File: src/rtl/sdram_seq_pkg.sv
package sdram_seq_pkg;

  // {ras_n, cas_n, we_n}
  typedef enum logic [2:0] {
    CMD_PRE = 3'b010,
    CMD_ACT = 3'b011,
    CMD_WR  = 3'b100,
    CMD_RD  = 3'b101,
    CMD_NOP = 3'b111
  } sd_cmd_e;

  typedef enum logic [1:0] {
    ST_IDLE,
    ST_WAIT_ACT,
    ST_WAIT_RW,
    ST_RD_WAIT
  } seq_state_e;

  // reserved code 00 falls back to the slowest latency
  function automatic logic [1:0] cas_cycles(input logic [1:0] code);
    return (code == 2'b00) ? 2'd3 : code;
  endfunction

endpackage

File: src/rtl/sdram_gap_timer.sv
module sdram_gap_timer #(
  parameter int unsigned CNT_W = 3
) (
  input  logic             clk_i,
  input  logic             rst_ni,
  input  logic             load_i,
  input  logic [CNT_W-1:0] val_i,
  output logic             ready_o
);

  logic [CNT_W-1:0] cnt_q;

  always_ff @(posedge clk_i or negedge rst_ni) begin
    if (!rst_ni)              cnt_q <= '0;
    else if (load_i)          cnt_q <= val_i;
    else if (cnt_q != '0)     cnt_q <= cnt_q - 1'b1;
  end

  // loaded with N at edge E, ready is seen at edge E+N
  assign ready_o = (cnt_q <= CNT_W'(1));

endmodule

File: src/rtl/sdram_bank_table.sv
module sdram_bank_table #(
  parameter int unsigned NUM_BANKS = 4,
  parameter int unsigned ROW_W     = 12,
  localparam int unsigned BA_W     = $clog2(NUM_BANKS)
) (
  input  logic             clk_i,
  input  logic             rst_ni,
  input  logic [BA_W-1:0]  look_ba_i,
  output logic             open_o,
  output logic [ROW_W-1:0] row_o,
  input  logic             set_i,
  input  logic             clr_i,
  input  logic             clr_all_i,
  input  logic [BA_W-1:0]  upd_ba_i,
  input  logic [ROW_W-1:0] upd_row_i
);

  logic [NUM_BANKS-1:0] valid_w;
  logic [ROW_W-1:0]     rows_w [NUM_BANKS];

  for (genvar b = 0; b < NUM_BANKS; b++) begin : g_bank
    logic             v_q;
    logic [ROW_W-1:0] r_q;
    logic             sel;

    assign sel = (upd_ba_i == BA_W'(b));

    always_ff @(posedge clk_i or negedge rst_ni) begin
      if (!rst_ni) begin
        v_q <= 1'b0;
        r_q <= '0;
      end else if (clr_all_i || (clr_i && sel)) begin
        v_q <= 1'b0;
      end else if (set_i && sel) begin
        v_q <= 1'b1;
        r_q <= upd_row_i;
      end
    end

    assign valid_w[b] = v_q;
    assign rows_w[b]  = r_q;
  end

  assign open_o = valid_w[look_ba_i];
  assign row_o  = rows_w[look_ba_i];

endmodule

File: src/rtl/sdram_page_seq.sv
module sdram_page_seq
  import sdram_seq_pkg::*;
#(
  parameter int unsigned ROW_W  = 12,
  parameter int unsigned COL_W  = 9,
  parameter int unsigned DATA_W = 16,
  parameter int unsigned TRCD   = 2,
  parameter int unsigned TRP    = 2,
  localparam int unsigned BA_W   = 2,
  localparam int unsigned ADDR_W = BA_W + ROW_W + COL_W
) (
  input  logic              clk_i,
  input  logic              rst_ni,
  input  logic              cfg_close_page_i,
  input  logic [1:0]        cfg_cas_i,
  input  logic              cfg_bus_release_i,
  input  logic              cfg_four_bank_i,
  input  logic              req_valid_i,
  input  logic              req_write_i,
  input  logic              req_pall_i,
  input  logic [ADDR_W-1:0] req_addr_i,
  input  logic [DATA_W-1:0] req_wdata_i,
  output logic              req_ack_o,
  output logic [DATA_W-1:0] req_rdata_o,
  output logic [2:0]        sd_cmd_o,
  output logic [1:0]        sd_ba_o,
  output logic [ROW_W-1:0]  sd_addr_o,
  output logic [DATA_W-1:0] sd_dq_o,
  output logic              sd_dq_oe_o,
  input  logic [DATA_W-1:0] sd_dq_i
);

  localparam int unsigned NUM_BANKS = 1 << BA_W;
  localparam int unsigned AP_BIT    = 10;
  localparam int unsigned TMAX      = (TRCD > TRP) ? TRCD : TRP;
  localparam int unsigned TMAX3     = (TMAX > 3) ? TMAX : 3;
  localparam int unsigned TMR_W     = $clog2(TMAX3 + 1);

  // request decode
  logic [BA_W-1:0]  req_ba;
  logic [ROW_W-1:0] req_row;
  logic [COL_W-1:0] req_col;

  assign req_ba  = cfg_four_bank_i ? req_addr_i[ADDR_W-1 -: BA_W]
                                   : {1'b0, req_addr_i[ADDR_W-2]};
  assign req_row = req_addr_i[COL_W +: ROW_W];
  assign req_col = req_addr_i[COL_W-1:0];

  // open-row table
  logic             bank_open;
  logic [ROW_W-1:0] bank_row;
  logic             tbl_set, tbl_clr, tbl_clr_all;

  sdram_bank_table #(
    .NUM_BANKS (NUM_BANKS),
    .ROW_W     (ROW_W)
  ) u_banks (
    .clk_i     (clk_i),
    .rst_ni    (rst_ni),
    .look_ba_i (req_ba),
    .open_o    (bank_open),
    .row_o     (bank_row),
    .set_i     (tbl_set),
    .clr_i     (tbl_clr),
    .clr_all_i (tbl_clr_all),
    .upd_ba_i  (req_ba),
    .upd_row_i (req_row)
  );

  logic row_hit, need_pre;
  assign row_hit  = bank_open && (bank_row == req_row) && !cfg_close_page_i;
  assign need_pre = bank_open && !row_hit;

  // delay timers: row-to-column, precharge recovery, CAS latency
  logic rcd_load, rp_load, cl_load;
  logic rcd_ready, rp_ready, cl_ready;

  sdram_gap_timer #(.CNT_W(TMR_W)) u_rcd (
    .clk_i (clk_i), .rst_ni (rst_ni), .load_i (rcd_load),
    .val_i (TMR_W'(TRCD)), .ready_o (rcd_ready)
  );

  sdram_gap_timer #(.CNT_W(TMR_W)) u_rp (
    .clk_i (clk_i), .rst_ni (rst_ni), .load_i (rp_load),
    .val_i (TMR_W'(TRP)), .ready_o (rp_ready)
  );

  sdram_gap_timer #(.CNT_W(TMR_W)) u_cl (
    .clk_i (clk_i), .rst_ni (rst_ni), .load_i (cl_load),
    .val_i (TMR_W'(cas_cycles(cfg_cas_i))), .ready_o (cl_ready)
  );

  // sequencer
  seq_state_e       state_q, state_d;
  sd_cmd_e          cmd_q, cmd_d;
  logic [BA_W-1:0]  ba_q, ba_d;
  logic [ROW_W-1:0] addr_q, addr_d;
  logic             ack_q, ack_d;
  logic [DATA_W-1:0] rdata_q, dq_q;
  logic             wdata_load, rdata_load;
  logic             do_act, do_rw;

  always_comb begin
    state_d     = state_q;
    cmd_d       = CMD_NOP;
    ba_d        = ba_q;
    addr_d      = addr_q;
    ack_d       = 1'b0;
    tbl_set     = 1'b0;
    tbl_clr     = 1'b0;
    tbl_clr_all = 1'b0;
    rcd_load    = 1'b0;
    rp_load     = 1'b0;
    cl_load     = 1'b0;
    wdata_load  = 1'b0;
    rdata_load  = 1'b0;
    do_act      = 1'b0;
    do_rw       = 1'b0;

    unique case (state_q)
      ST_IDLE: begin
        // ack_q guard: master drops valid one cycle after ack
        if (req_valid_i && !ack_q) begin
          if (req_pall_i) begin
            cmd_d          = CMD_PRE;
            ba_d           = '0;
            addr_d         = '0;
            addr_d[AP_BIT] = 1'b1;
            tbl_clr_all    = 1'b1;
            rp_load        = 1'b1;
            ack_d          = 1'b1;
          end else if (need_pre) begin
            cmd_d   = CMD_PRE;
            ba_d    = req_ba;
            addr_d  = '0;
            tbl_clr = 1'b1;
            rp_load = 1'b1;
            state_d = ST_WAIT_ACT;
          end else if (row_hit) begin
            do_rw = 1'b1;
          end else if (rp_ready) begin
            do_act = 1'b1;
          end
        end
      end
      ST_WAIT_ACT: if (rp_ready)  do_act = 1'b1;
      ST_WAIT_RW:  if (rcd_ready) do_rw  = 1'b1;
      ST_RD_WAIT: begin
        if (cl_ready) begin
          rdata_load = 1'b1;
          ack_d      = 1'b1;
          state_d    = ST_IDLE;
        end
      end
      default: state_d = ST_IDLE;
    endcase

    if (do_act) begin
      cmd_d    = CMD_ACT;
      ba_d     = req_ba;
      addr_d   = req_row;
      tbl_set  = !cfg_close_page_i;
      rcd_load = 1'b1;
      state_d  = ST_WAIT_RW;
    end

    if (do_rw) begin
      ba_d           = req_ba;
      addr_d         = ROW_W'(req_col);
      addr_d[AP_BIT] = cfg_close_page_i;
      rp_load        = cfg_close_page_i;
      if (req_write_i) begin
        cmd_d      = CMD_WR;
        wdata_load = 1'b1;
        ack_d      = 1'b1;
        state_d    = ST_IDLE;
      end else begin
        cmd_d   = CMD_RD;
        cl_load = 1'b1;
        state_d = ST_RD_WAIT;
      end
    end
  end

  always_ff @(posedge clk_i or negedge rst_ni) begin
    if (!rst_ni) begin
      state_q <= ST_IDLE;
      cmd_q   <= CMD_NOP;
      ba_q    <= '0;
      addr_q  <= '0;
      ack_q   <= 1'b0;
      rdata_q <= '0;
      dq_q    <= '0;
    end else begin
      state_q <= state_d;
      cmd_q   <= cmd_d;
      ba_q    <= ba_d;
      addr_q  <= addr_d;
      ack_q   <= ack_d;
      if (rdata_load) rdata_q <= sd_dq_i;
      if (wdata_load) dq_q    <= req_wdata_i;
    end
  end

  // data bus direction
  logic rd_busy;
  assign rd_busy = (state_q == ST_RD_WAIT) || (cmd_q == CMD_RD);

  assign sd_dq_oe_o  = (cmd_q == CMD_WR) || (!cfg_bus_release_i && !rd_busy);
  assign sd_dq_o     = dq_q;
  assign sd_cmd_o    = cmd_q;
  assign sd_ba_o     = ba_q;
  assign sd_addr_o   = addr_q;
  assign req_ack_o   = ack_q;
  assign req_rdata_o = rdata_q;

endmodule

File: config.mk
export PLATFORM = sky130hd
export DESIGN_NAME = sdram_page_seq
export DESIGN_NICKNAME = d
export VERILOG_FILES = /design/src/rtl/sdram_seq_pkg.sv /design/src/rtl/sdram_gap_timer.sv /design/src/rtl/sdram_bank_table.sv /design/src/rtl/sdram_page_seq.sv
export SDC_FILE = /design/constraint.sdc
export NUM_CORES = 1
export LEC_CHECK = 0
export ABC_AREA = 0
export BUFFER_PORTS_ARGS = -buffer_cell sky130_fd_sc_hd__buf_2
export CORE_ASPECT_RATIO = 1.2
export CORE_UTILIZATION = 35
export DETAILED_ROUTE_END_ITERATION = 16
export GPL_TIMING_DRIVEN = 0
export PLACE_DENSITY_LB_ADDON = 0.05
export SETUP_SLACK_MARGIN = 0.02
export SLEW_MARGIN = 20
export SYNTH_ARGS = -nofsm -noshare
export SYNTH_HDL_FRONTEND = slang
export SYNTH_SLANG_ARGS = --single-unit
File: constraint.sdc
create_clock -name clk_i -period 2.7 [get_ports clk_i]
set_input_delay 0.135 -clock clk_i [delete_from_list [all_inputs] [get_ports clk_i]]
set_output_delay 0.135 -clock clk_i [all_outputs]
set_load 0.02 [all_outputs]
# After elaboration in Yosys (flattened, before gate mapping)
# Cells that the tools add are included.
[op_classes]
bitwise_logic = 5
reduce_logical = 47
magnitude_cmp = 5
n_eq_ne = 13
mux = 82
n_addsub = 3
[ops]
columns = ["op", "count"]
rows = [
  ["12-bit two-way mux", 8],
  ["2-bit two-way mux", 21],
  ["1-bit two-way mux", 41],
  ["12-bit binary-select mux with 2-bit select", 1],
  ["2-bit nonzero test", 10],
  ["3-bit two-way mux", 6],
  ["4-bit inequality test (second input constant)", 4],
  ["1-bit logical AND", 13],
  ["12-bit == test", 1],
  ["2-bit == test (second input constant)", 4],
  ["2-bit AND reduction", 4],
  ["4-bit nonzero test", 2],
  ["3-bit == test (second input constant)", 2],
  ["2-bit by 1-bit <= comparator with 1-bit output (second input constant)", 3],
  ["2-bit logical NOT", 3],
  ["1-bit logical OR", 6],
  ["1-bit case mux with 2 select lines", 3],
  ["3-bit nonzero test", 2],
  ["2-bit by 1-bit subtractor with 2-bit output (second input constant)", 3],
  ["1-bit logical NOT", 5],
  ["5-bit AND reduction", 1],
  ["2-bit by 1-bit == test with 1-bit output (second input constant)", 2],
  ["1-bit NOT", 4],
  ["2-bit case mux with 2 select lines", 1],
  ["5 further kinds", 5],
]
[word_totals]
register_bits = 110
wordCells = 173

# Depth between registers and ports, before layout
# Gate-level depths: netlist (run 1).
[depth]
word_depth = 18
mapped_depth = 13

# By module
# From an unflattened synthesis (run 1), not the netlist that was laid out.
[unflattened]
cells_unflattened = 396
area_unflattened_um2 = 5345.1
[by_module_without_submodules]
columns = ["mod", "n_inst", "area_per_inst_um2", "cells_each"]
rows = [
  ["sdram_page_seq", 1, 2600.0, 217],
  ["sdram_bank_table", 1, 2332.2, 137],
  ["sdram_gap_timer", 3, 137.6, 14],
]

# Worst setup path before layout (run 1)
# No wires, ideal clock.
[synth_path]
path_type = "register to register"
start = "register u_banks.g_bank[1].r_q[6]"
end = "register u_banks.g_bank[1].r_q[10]"
path_stages_with_launch = 10
t_arrival_ps = 2791
path_slack_ps = -216
t_required_ps = 2575
cell_sequence = "dfrtp_1 > mux4_1 > xor2_1 > or4_4 > o31ai_4 > a21o_1 > buf_6 > nor4b_4 > buf_6 > mux2_2"
[synth_between]
elab_chain_len = 16
[synth_rtl]
columns = ["item", "line_no", "rtl"]
rows = [
  ["start, declared", "sdram_bank_table.sv:23", "logic [ROW_W-1:0] r_q;"],
  ["start signal, assigned", "sdram_bank_table.sv:36", "r_q <= upd_row_i;"],
  ["12-bit binary-select mux with 2-bit select *", "sdram_bank_table.sv:45", "assign row_o = rows_w[look_ba_i];"],
  ["12-bit two-way mux (implied by the code) * (2 in series)", "sdram_bank_table.sv:45", ""],
  ["12-bit == test *", "sdram_page_seq.sv:71", "assign row_hit = bank_open && (bank_row == req_row) && !cfg_close_page_i;"],
  ["1-bit logical AND * (2 in series)", "sdram_page_seq.sv:71", ""],
  ["parallel branches: the longest is 9 deep, another holds 1-bit case mux with 2 select lines", "--", ""],
  ["2-bit AND reduction (no source line) *", "--", ""],
]
# Mark *: on every way between the ends. The select of a mux whose other input is x is not followed.
# A chain may end at the register's enable or synchronous reset.

# Worst setup path in the final report (run 1)
[layout_path]
start = "register u_banks.g_bank[2].r_q[6]"
end = "register u_banks.g_bank[3].r_q[8]"
[layout_between]
elab_chain_len = 16
[layout_rtl]
columns = ["item", "line_no"]
rows = [
  ["start, declared", "sdram_bank_table.sv:23"],
  ["start signal, assigned", "sdram_bank_table.sv:36"],
  ["12-bit binary-select mux with 2-bit select *", "sdram_bank_table.sv:45"],
  ["12-bit two-way mux (implied by the code) * (2 in series)", "sdram_bank_table.sv:45"],
  ["12-bit == test *", "sdram_page_seq.sv:71"],
  ["1-bit logical AND * (2 in series)", "sdram_page_seq.sv:71"],
  ["parallel branches: the longest is 9 deep, another holds 1-bit case mux with 2 select lines", "--"],
  ["2-bit AND reduction (no source line) *", "--"],
  ["end signal, assigned", "sdram_bank_table.sv:36"],
  ["end, declared", "sdram_bank_table.sv:23"],
]
# Marked as above.

==> results of run 1 <==
-- power by group --
part           internal, mW  switching, mW
Clock                 0.823          0.641
Sequential             2.44          0.408
Combinational          2.03           1.90
-- worst max path at each step --
stage,slack (ns),startpoint,endpoint,depth (start not counted)
final,-0.40,u_banks.g_bank[2].r_q[6]$_DFFE_PN0P_,u_banks.g_bank[3].r_q[8]$_DFFE_PN0P_,9
after global routing,-0.49,u_banks.g_bank[2].r_q[3]$_DFFE_PN0P_,u_banks.g_bank[3].r_q[0]$_DFFE_PN0P_,9
after CTS,-0.39,u_banks.g_bank[2].r_q[9]$_DFFE_PN0P_,u_banks.g_bank[1].r_q[2]$_DFFE_PN0P_,10
after detailed placement,-0.87,cfg_four_bank_i,u_banks.g_bank[1].r_q[9]$_DFFE_PN0P_,13
after global placement,-0.85,req_addr_i[21],u_banks.g_bank[1].r_q[6]$_DFFE_PN0P_,12
after floorplan,-0.17,u_banks.g_bank[3].r_q[6]$_DFFE_PN0P_,u_banks.g_bank[1].r_q[10]$_DFFE_PN0P_,9
-- layout by cell type (no fill, tap or decap), types with 12 or more instances in the layout --
master         Yosys  layout
inv_1             12      12
dlygate4sd3_1      0      23
buf_4              2      15
nand2_1           20      20
buf_6              4      18
dfrtp_1          107     107
mux2_4             0      45
clkbuf_16          0      13
mux4_2            10      12
mux2_2            80      37
buf_2              7     116
-- cell families (layout without fill, tap and decap cells) --
logic type	after synthesis	after routing	synth area share, %
AO/OA/AOI/OAI	41	41	5.758
XOR/XNOR	14	14	2.371
adder cells (fa/ha/maj)	11	11	2.661
buffers and inverters	33	222	3.290
flip-flops	110	110	53.30
multiplexers	100	100	24.39
AND/OR/NAND/NOR	79	79	8.227
-- final cells by class --
type | instances | area, um2 | share of cell area [%]
Tap cell | 175 | 219.0 | 2.952
Multi-Input combinational cell | 245 | 2571 | 34.66
Timing Repair Buffer | 174 | 1252 | 16.88
Clock inverter | 6 | 93.84 | 1.265
Inverter | 13 | 61.31 | 0.8264
Buffer | 19 | 235.2 | 3.171
Clock buffer | 10 | 229.0 | 3.087
Sequential cell | 110 | 2756 | 37.16
-- timing repair --
action,4_1_cts,5_1_grt
hold endpoints to repair,77,0
buffers inserted,20,8
cloned,4,4
resized for setup,68,45
hold buffers,23,0
pin swaps,12,18
setup endpoints to repair,92,93
-- metrics by stage --
stage | power, mW | setup slack, ns | setup TNS [ns] | std cells | utilization [%]
floorplan | 5.126 | -0.1718 | -4.855 | 388 | -
global placement | 5.991 | -0.8505 | -59.30 | 678 | 41.90
detailed placement | 6.088 | -0.8659 | -59.49 | 679 | 42.14
CTS | 8.036 | -0.3883 | -21.47 | 742 | 49.62
global route | 8.744 | -0.4934 | -29.91 | 752 | 51.47
finish | 8.246 | -0.3957 | -23.81 | 752 | 51.47
-- worst reg2reg max path: cells and delay by family (launching register included) --
| family | cells | cell delay, ns |
|---|---|---|
| buf+inv | 2 | 0.33 |
| compound gates | 2 | 0.42 |
| xor+xnor | 1 | 0.17 |
| simple gates | 2 | 0.88 |
| mux | 2 | 0.79 |
| flops | 1 | 0.39 |
-- metal layers --
layer	up-vias	track usage, %	routed length (um)	share of wire, %
met5	-	0	0	0
met4	0	6.213	225	1.6
met3	12	4.609	594	4.2
met2	95	30.93	6791	48
met1	1875	24.13	6544	46
li1	1758	-	-	-
-- registers in the layout (all words and copies together) (netlist names) --
name,flops
req_ack_o,1
u_banks.g_bank.v_q,4
state_q,2
sd_cmd_o,3
u_rcd.cnt_q,2
u_cl.cnt_q,2
sd_addr_o,12
u_rp.cnt_q,2
sd_ba_o,2
req_rdata_o,16
sd_dq_o,16
u_banks.g_bank.r_q,48
==> metrics.yaml, run 1 <==
run_status:
  outcome: "finished with violations"
  violations: "setup timing"
route:
  drc: 0
  firstDrtPassIters: 4
  drt_iter0_drc: 184
  ant_nets: 0
  avgRoutedWirePerCell_um: 18.82
  vias: 3740
  drt_wl_total_um: 14160
  viasPerCell: 4.973
synthesis:
  synth_area_leader_cell: "dfrtp_1"
  yosysTopAreaCellShare_pct: 51.78
  postSynthCellCount: 388
  synth.most_common_cell: "dfrtp_1"
  synth-seq-cells: 110
  synth_warnings: 0
  ys_async_sr_fraction_pct: 100.0
  ys.flop_type: "dfrtp_1"
  synth_area_leaders: "dfrtp_1, mux2_2, mux4_2, ha_1, dfstp_2"
  syn_nets: 464
  synth.distinct_cells: 49
  syn_area_per_cell_um2: 13.33
  synth_common_cells: "dfrtp_1, mux2_2, nand2_1"
  synth_edf_count: 0
  ys_seq_area_share_pct: 53.30
  syn_area_um2: 5171
worst_setup_path:
  startpoint_type: "flop"
  r2r-start: "u_banks.g_bank[2].r_q[6]$_DFFE_PN0P_"
  crit_type: "reg2reg"
  arrival_ns: 3.33
  rr_endpoint: "u_banks.g_bank[3].r_q[8]$_DFFE_PN0P_"
  reg2reg_depth: 9
  crit_path_end_kind: "flop"
  critical_path.max_stage_delay_ns: 0.57
  worst-path-buf-inv: 2
  worst_ep_required_time_ns: 2.94
  cp_top_family: "simple AND/OR/NAND/NOR gates"
  worstPathCellList: "mux4_2 > xor2_1 > or4_4 > o31ai_4 > a21o_1 > buf_6 > nor4b_4 > buf_6 > mux2_4"
  path_max_fanout: 5
  path_common_cell: "buf_6"
  r2r_slack_ns: -0.40
  cp_slowest_cell: "or4_4"
clock_tree:
  cts_buffers: 9
  insertion_delay_ns: 0.36
  cts_tree: "yes"
  cts_root_buffer: "clkbuf_16"
  cts_sinks: 110
  clk_pin_slew_ns: 0.08
  htreeDepth: 3
  clock_path_buffers: 2
global_routing:
  grt_usage_pct: 18.72
  grt_pass1_vias: 3867
  grt_max_degree: 57
  antenna_found_initial: 0
  grt-ovfl-total: 0
  grt_pass1_wl_um: 21270
power:
  p_leak_nw: 3.519
  p_per_area_nw_per_um2: 1112
  peakVddDrop_mv: 0.5260
floorplan:
  die_h_um: 135.2
  core_area_um2: 14410
  ios: 116
  die-area_um2: 15270
  rows: 48
  start_util_pct: 35.88
  die_w_um: 113.0
sta:
  fmax_ghz: 0.3230
  rsz0062_at_grt: "true"
  hold_slack_ns: 0.009339
  slew_headroom_pct: 51.09
  post-route-min-period_ns: 3.096
  tightestPinTransition_ns: 0.7288
  setup_slack_ns: -0.3957
  hold_viol_final: 0
  min_period_over_period_pct: 114.7
  finalSetupViolations: 90
  slew_violations: 0
  finClkSkew_ns: 0.008217
job:
  drv.max_cap_violation_count: 0
layout:
  drive_gt1_share_pct: 54.25
  antennaDiodeCount: 0
  n_fill_cell: 1258
  num-nets-final: 648
  area_growth_pct: 43.46
  design_area_um2: 7418
min_path:
  hold_class: "in2reg"
  hold_depth: 2
  hp-start: "req_wdata_i[0]"
  holdPathEnd: "sd_dq_o[0]$_DFFE_PN0P_"
place:
  place_congestion: 0.7129
  dp_hpwl_um: 8896
  numPortBuffers: 115
  place_area_um2: 6073
Note: power is estimated with default switching activity, not from simulation.
==> inputs of run 2 (changes only) <==
- ABC_AREA: 0 -> 1
- clock period: 2.7 -> 3.4 ns (I/O delays scaled with it)
==> run 2 against run 1 <==
  * The flow now finishes without violations
  * Global-route usage increased by 1.6 points
  * Critical path depth is 4 higher
  * Synthesized cell count up 71%
  * Die area up 7.3%
  * First-iteration DRC count up 30%
  * Largest power group unchanged
  * Power is 29% lower
  * Synthesized area grew 7.4%
  * Sequential power fell by 21%
  * Clock power fell by 25%
  * Sequential share of layout area grew 3.8 points
  * Maximum frequency up 26%
  * Largest cell class unchanged
==> metrics.yaml, run 2 <==
sta:
  setup_tns_ns: 0  # +23.81 ns
  min_period_over_period_pct: 72.17  # -42 points
  rsz0062_at_grt: "false"
  slew_headroom_pct: 54.74  # +3.7 points
  finalSetupViolations: 0  # -100%
  hold_slack_ns: 0.02936  # +0.02002 ns
  hold_viol_final: 0  # unchanged
  post-route-min-period_ns: 2.454  # -0.6420 ns
  finClkSkew_ns: 0.01066  # +0.002443 ns
  tightestPinTransition_ns: 0.6789  # -0.04995 ns
  fmax_ghz: 0.4076  # +26%
  setup_slack_ns: 0.9464  # +1.342 ns
  slew_violations: 0  # unchanged
synthesis:
  synth_area_leaders: "dfrtp_1, nand2_1, nand3_1, inv_1, mux2_2"
  synth_edf_count: 0  # unchanged
  ys_async_sr_fraction_pct: 100.0  # unchanged
  synth_common_cells: "nand2_1, dfrtp_1, inv_1"
  synth.most_common_cell: "nand2_1"
  ys_seq_area_share_pct: 49.63  # -3.7 points
  syn_area_um2: 5554  # +7.4%
  ys.flop_type: "dfrtp_1"
  syn_nets: 740  # +59%
  synth_area_leader_cell: "dfrtp_1"
  synth_warnings: 0  # unchanged
  syn_area_per_cell_um2: 8.365  # -37%
  postSynthCellCount: 664  # +71%
  synth-seq-cells: 110  # unchanged
  synth.distinct_cells: 31  # -37%
  yosysTopAreaCellShare_pct: 48.21  # -3.6 points
worst_setup_path:
  critical_path.max_stage_delay_ns: 0.44  # -0.13 ns
  startpoint_type: "flop"
  worst_ep_required_time_ns: 3.64  # +0.70 ns
  worstPathCellList: "inv_1 > ha_1 > nand2_1 > nor2_1 > a21o_1 > o21ai_1 > nor2_1 > inv_1 > nor2_1 > inv_1 > nor2_4 > buf_4 > o21ai_0"
  path_max_fanout: 10  # +5
  crit_path_end_kind: "flop"
  cp_slowest_cell: "dfrtp_1"
  crit_type: "reg2reg"
  arrival_ns: 2.70  # -0.63 ns
  reg2reg_depth: 13  # +4
min_path:
  hold_depth: 3  # +1
  hold_class: "in2reg"
layout:
  layout_commonest_cell: "nand2_1"
  n_fill_cell: 1595  # +27%
  fin_util_pct: 43.16  # -8.3 points
  area_growth_pct: 21.04
  design_area_um2: 6723  # -9.4%
  final_cell_mix: "nand2_1, buf_2, dfrtp_1"
  largest_register_ffs: 48  # unchanged
  top_register: "u_banks.g_bank.r_q"
  fin_cells: 1003  # +33%
  num-nets-final: 866  # +34%
  drive_gt1_share_pct: 25.53  # -29 points
  antennaDiodeCount: 0  # unchanged
power:
  p_leak_nw: 3.556  # +1.1%
  peakVddDrop_mv: 0.3766  # -28%
  power_mw: 5.816  # -29%
  p_per_area_nw_per_um2: 865.2  # -22%
route:
  met2WireLength_um: 7307  # +7.6%
  avgRoutedWirePerCell_um: 15.18  # -19%
  drt_wl_total_um: 15220  # +7.5%
  vias: 4699  # +26%
  drt_iter0_drc: 239  # +30%
  viasPerCell: 4.685  # -5.8%
  wl_met3_um: 1009  # +70%
  ant_nets: 0  # unchanged
  topRoutingLayerUsed: "met4"
  firstDrtPassIters: 5  # +1
  drc: 0  # unchanged
  wl_met1_um: 6507  # -0.57%
clock_tree:
  insertion_delay_ns: 0.37  # about the same
  clk_pin_slew_ns: 0.09  # about the same
  ctsResizeCount: 0  # -100%
  clock_path_buffers: 2  # unchanged
  cts_sinks: 110  # unchanged
  cts_root_buffer: "clkbuf_16"
  cts_tree: "yes"
  htreeDepth: 3  # unchanged
  cts_buffers: 9  # unchanged
floorplan:
  rows: 50  # +4.2%
  die_w_um: 117.0  # +3.6%
  start_util_pct: 35.65  # -0.22 points
  core_area_um2: 15580  # +8.1%
  ios: 116  # unchanged
  die_h_um: 140.0  # +3.6%
  die-area_um2: 16380  # +7.3%
place:
  dp_hpwl_um: 11400  # +28%
  place_inst: 986  # +45%
  place_ws_ns: 0.9494  # +1.815 ns
  numPortBuffers: 113  # -1.7%
  place_area_um2: 6406  # +5.5%
  place_congestion: 0.8178  # +15%
global_routing:
  grt_usage_pct: 20.30  # +1.6 points
  grt_pass1_vias: 4747  # +23%
  grt_pass1_wl_um: 25030  # +18%
  antenna_found_initial: 0  # unchanged
  grt_max_degree: 73  # +28%
  grt-ovfl-total: 0  # unchanged
run_status:
  outcome: "finished, final reports clean"
job:
  drv.max_cap_violation_count: 0  # unchanged
## run 2: cell types whose count changed after synthesis, sizes merged, moves of 7 or more
cell / change
xnor2: -8
o21ai: +67
o211ai: +11
mux2: -65
mux4: -12
nor2: +7
nand3: +48
a31oi: -9
buf: +10
inv: +62
nand2: +222
## run 2: worst max-delay path: cells and delay by family (launching register included)
kind | cells | cell delay, ns
adders and majority gates | 1 | 0.19
buffers and inverters | 4 | 0.50
and+or+nand+nor | 5 | 0.75
AOI/OAI and AO/OA | 3 | 0.46
DFF | 1 | 0.44
## run 2: kinds of logic (layout without fill, tap and decap cells)
| kind of cell | Yosys count | count (layout) | share of synthesized area, % |
|---|---|---|---|
| buffers and inverters | 100 | 231 | 8.988 |
| AO/OA/AOI/OAI | 91 | 91 | 9.664 |
| multiplexers | 17 | 17 | 3.447 |
| AND/OR/NAND/NOR | 333 | 333 | 25.48 |
| flip-flops | 110 | 110 | 49.63 |
| XOR/XNOR | 2 | 2 | 0.3154 |
| adder cells (fa/ha/maj) | 11 | 11 | 2.478 |
## run 2: final cells by class
type	instances	area, um2	share of cell area (%)
clock buffer	9	225.2	3.350
inverter	74	282.8	4.206
timing repair buffer	115	601.8	8.952
clock inverter	7	81.33	1.210
sequential	110	2756	41.00
tap	208	260.3	3.871
buffer	26	216.5	3.220
multi-input combinational	454	2298	34.19
## run 2: report_power, final
| group | switching (mW) | leakage, nW | total [mW] | internal [mW] |
|---|---|---|---|---|
| Clock | 0.566 | 0.150 | 1.10 | 0.532 |
| Sequential | 0.314 | 1.36 | 2.25 | 1.94 |
| Combinational | 1.53 | 2.05 | 2.47 | 0.934 |
## run 2: worst paths after layout
| path | start | end | slack [ns] |
|---|---|---|---|
| max | state_q[0]$_DFFE_PN0P_ | u_banks.g_bank[2].r_q[0]$_DFFE_PN0P_ | 0.95 |
| min | req_wdata_i[9] | sd_dq_o[9]$_DFFE_PN0P_ | 0.03 |
| max reg2reg | state_q[0]$_DFFE_PN0P_ | u_banks.g_bank[2].r_q[0]$_DFFE_PN0P_ | 0.95 |
| min reg2reg | sd_dq_o[4]$_DFFE_PN0P_ | sd_dq_o[4]$_DFFE_PN0P_ | 0.48 |
| max in group asynchronous | rst_ni | sd_cmd_o[0]$_DFF_PN1_ | 2.30 |
| min in group asynchronous | rst_ni | u_banks.g_bank[1].r_q[1]$_DFFE_PN0P_ | 0.38 |
## run 2: timing repair
action,4_1_cts,5_1_grt
buffers inserted,0,0
hold buffers,1,0
hold endpoints to repair,71,0
## run 2: metal layers
layer / GRT usage, % / vias up
li1: - / 2363
met4: 9.061 / 0
met5: 0 / -
met2: 32.89 / 128
met1: 25.51 / 2187
met3: 4.760 / 21
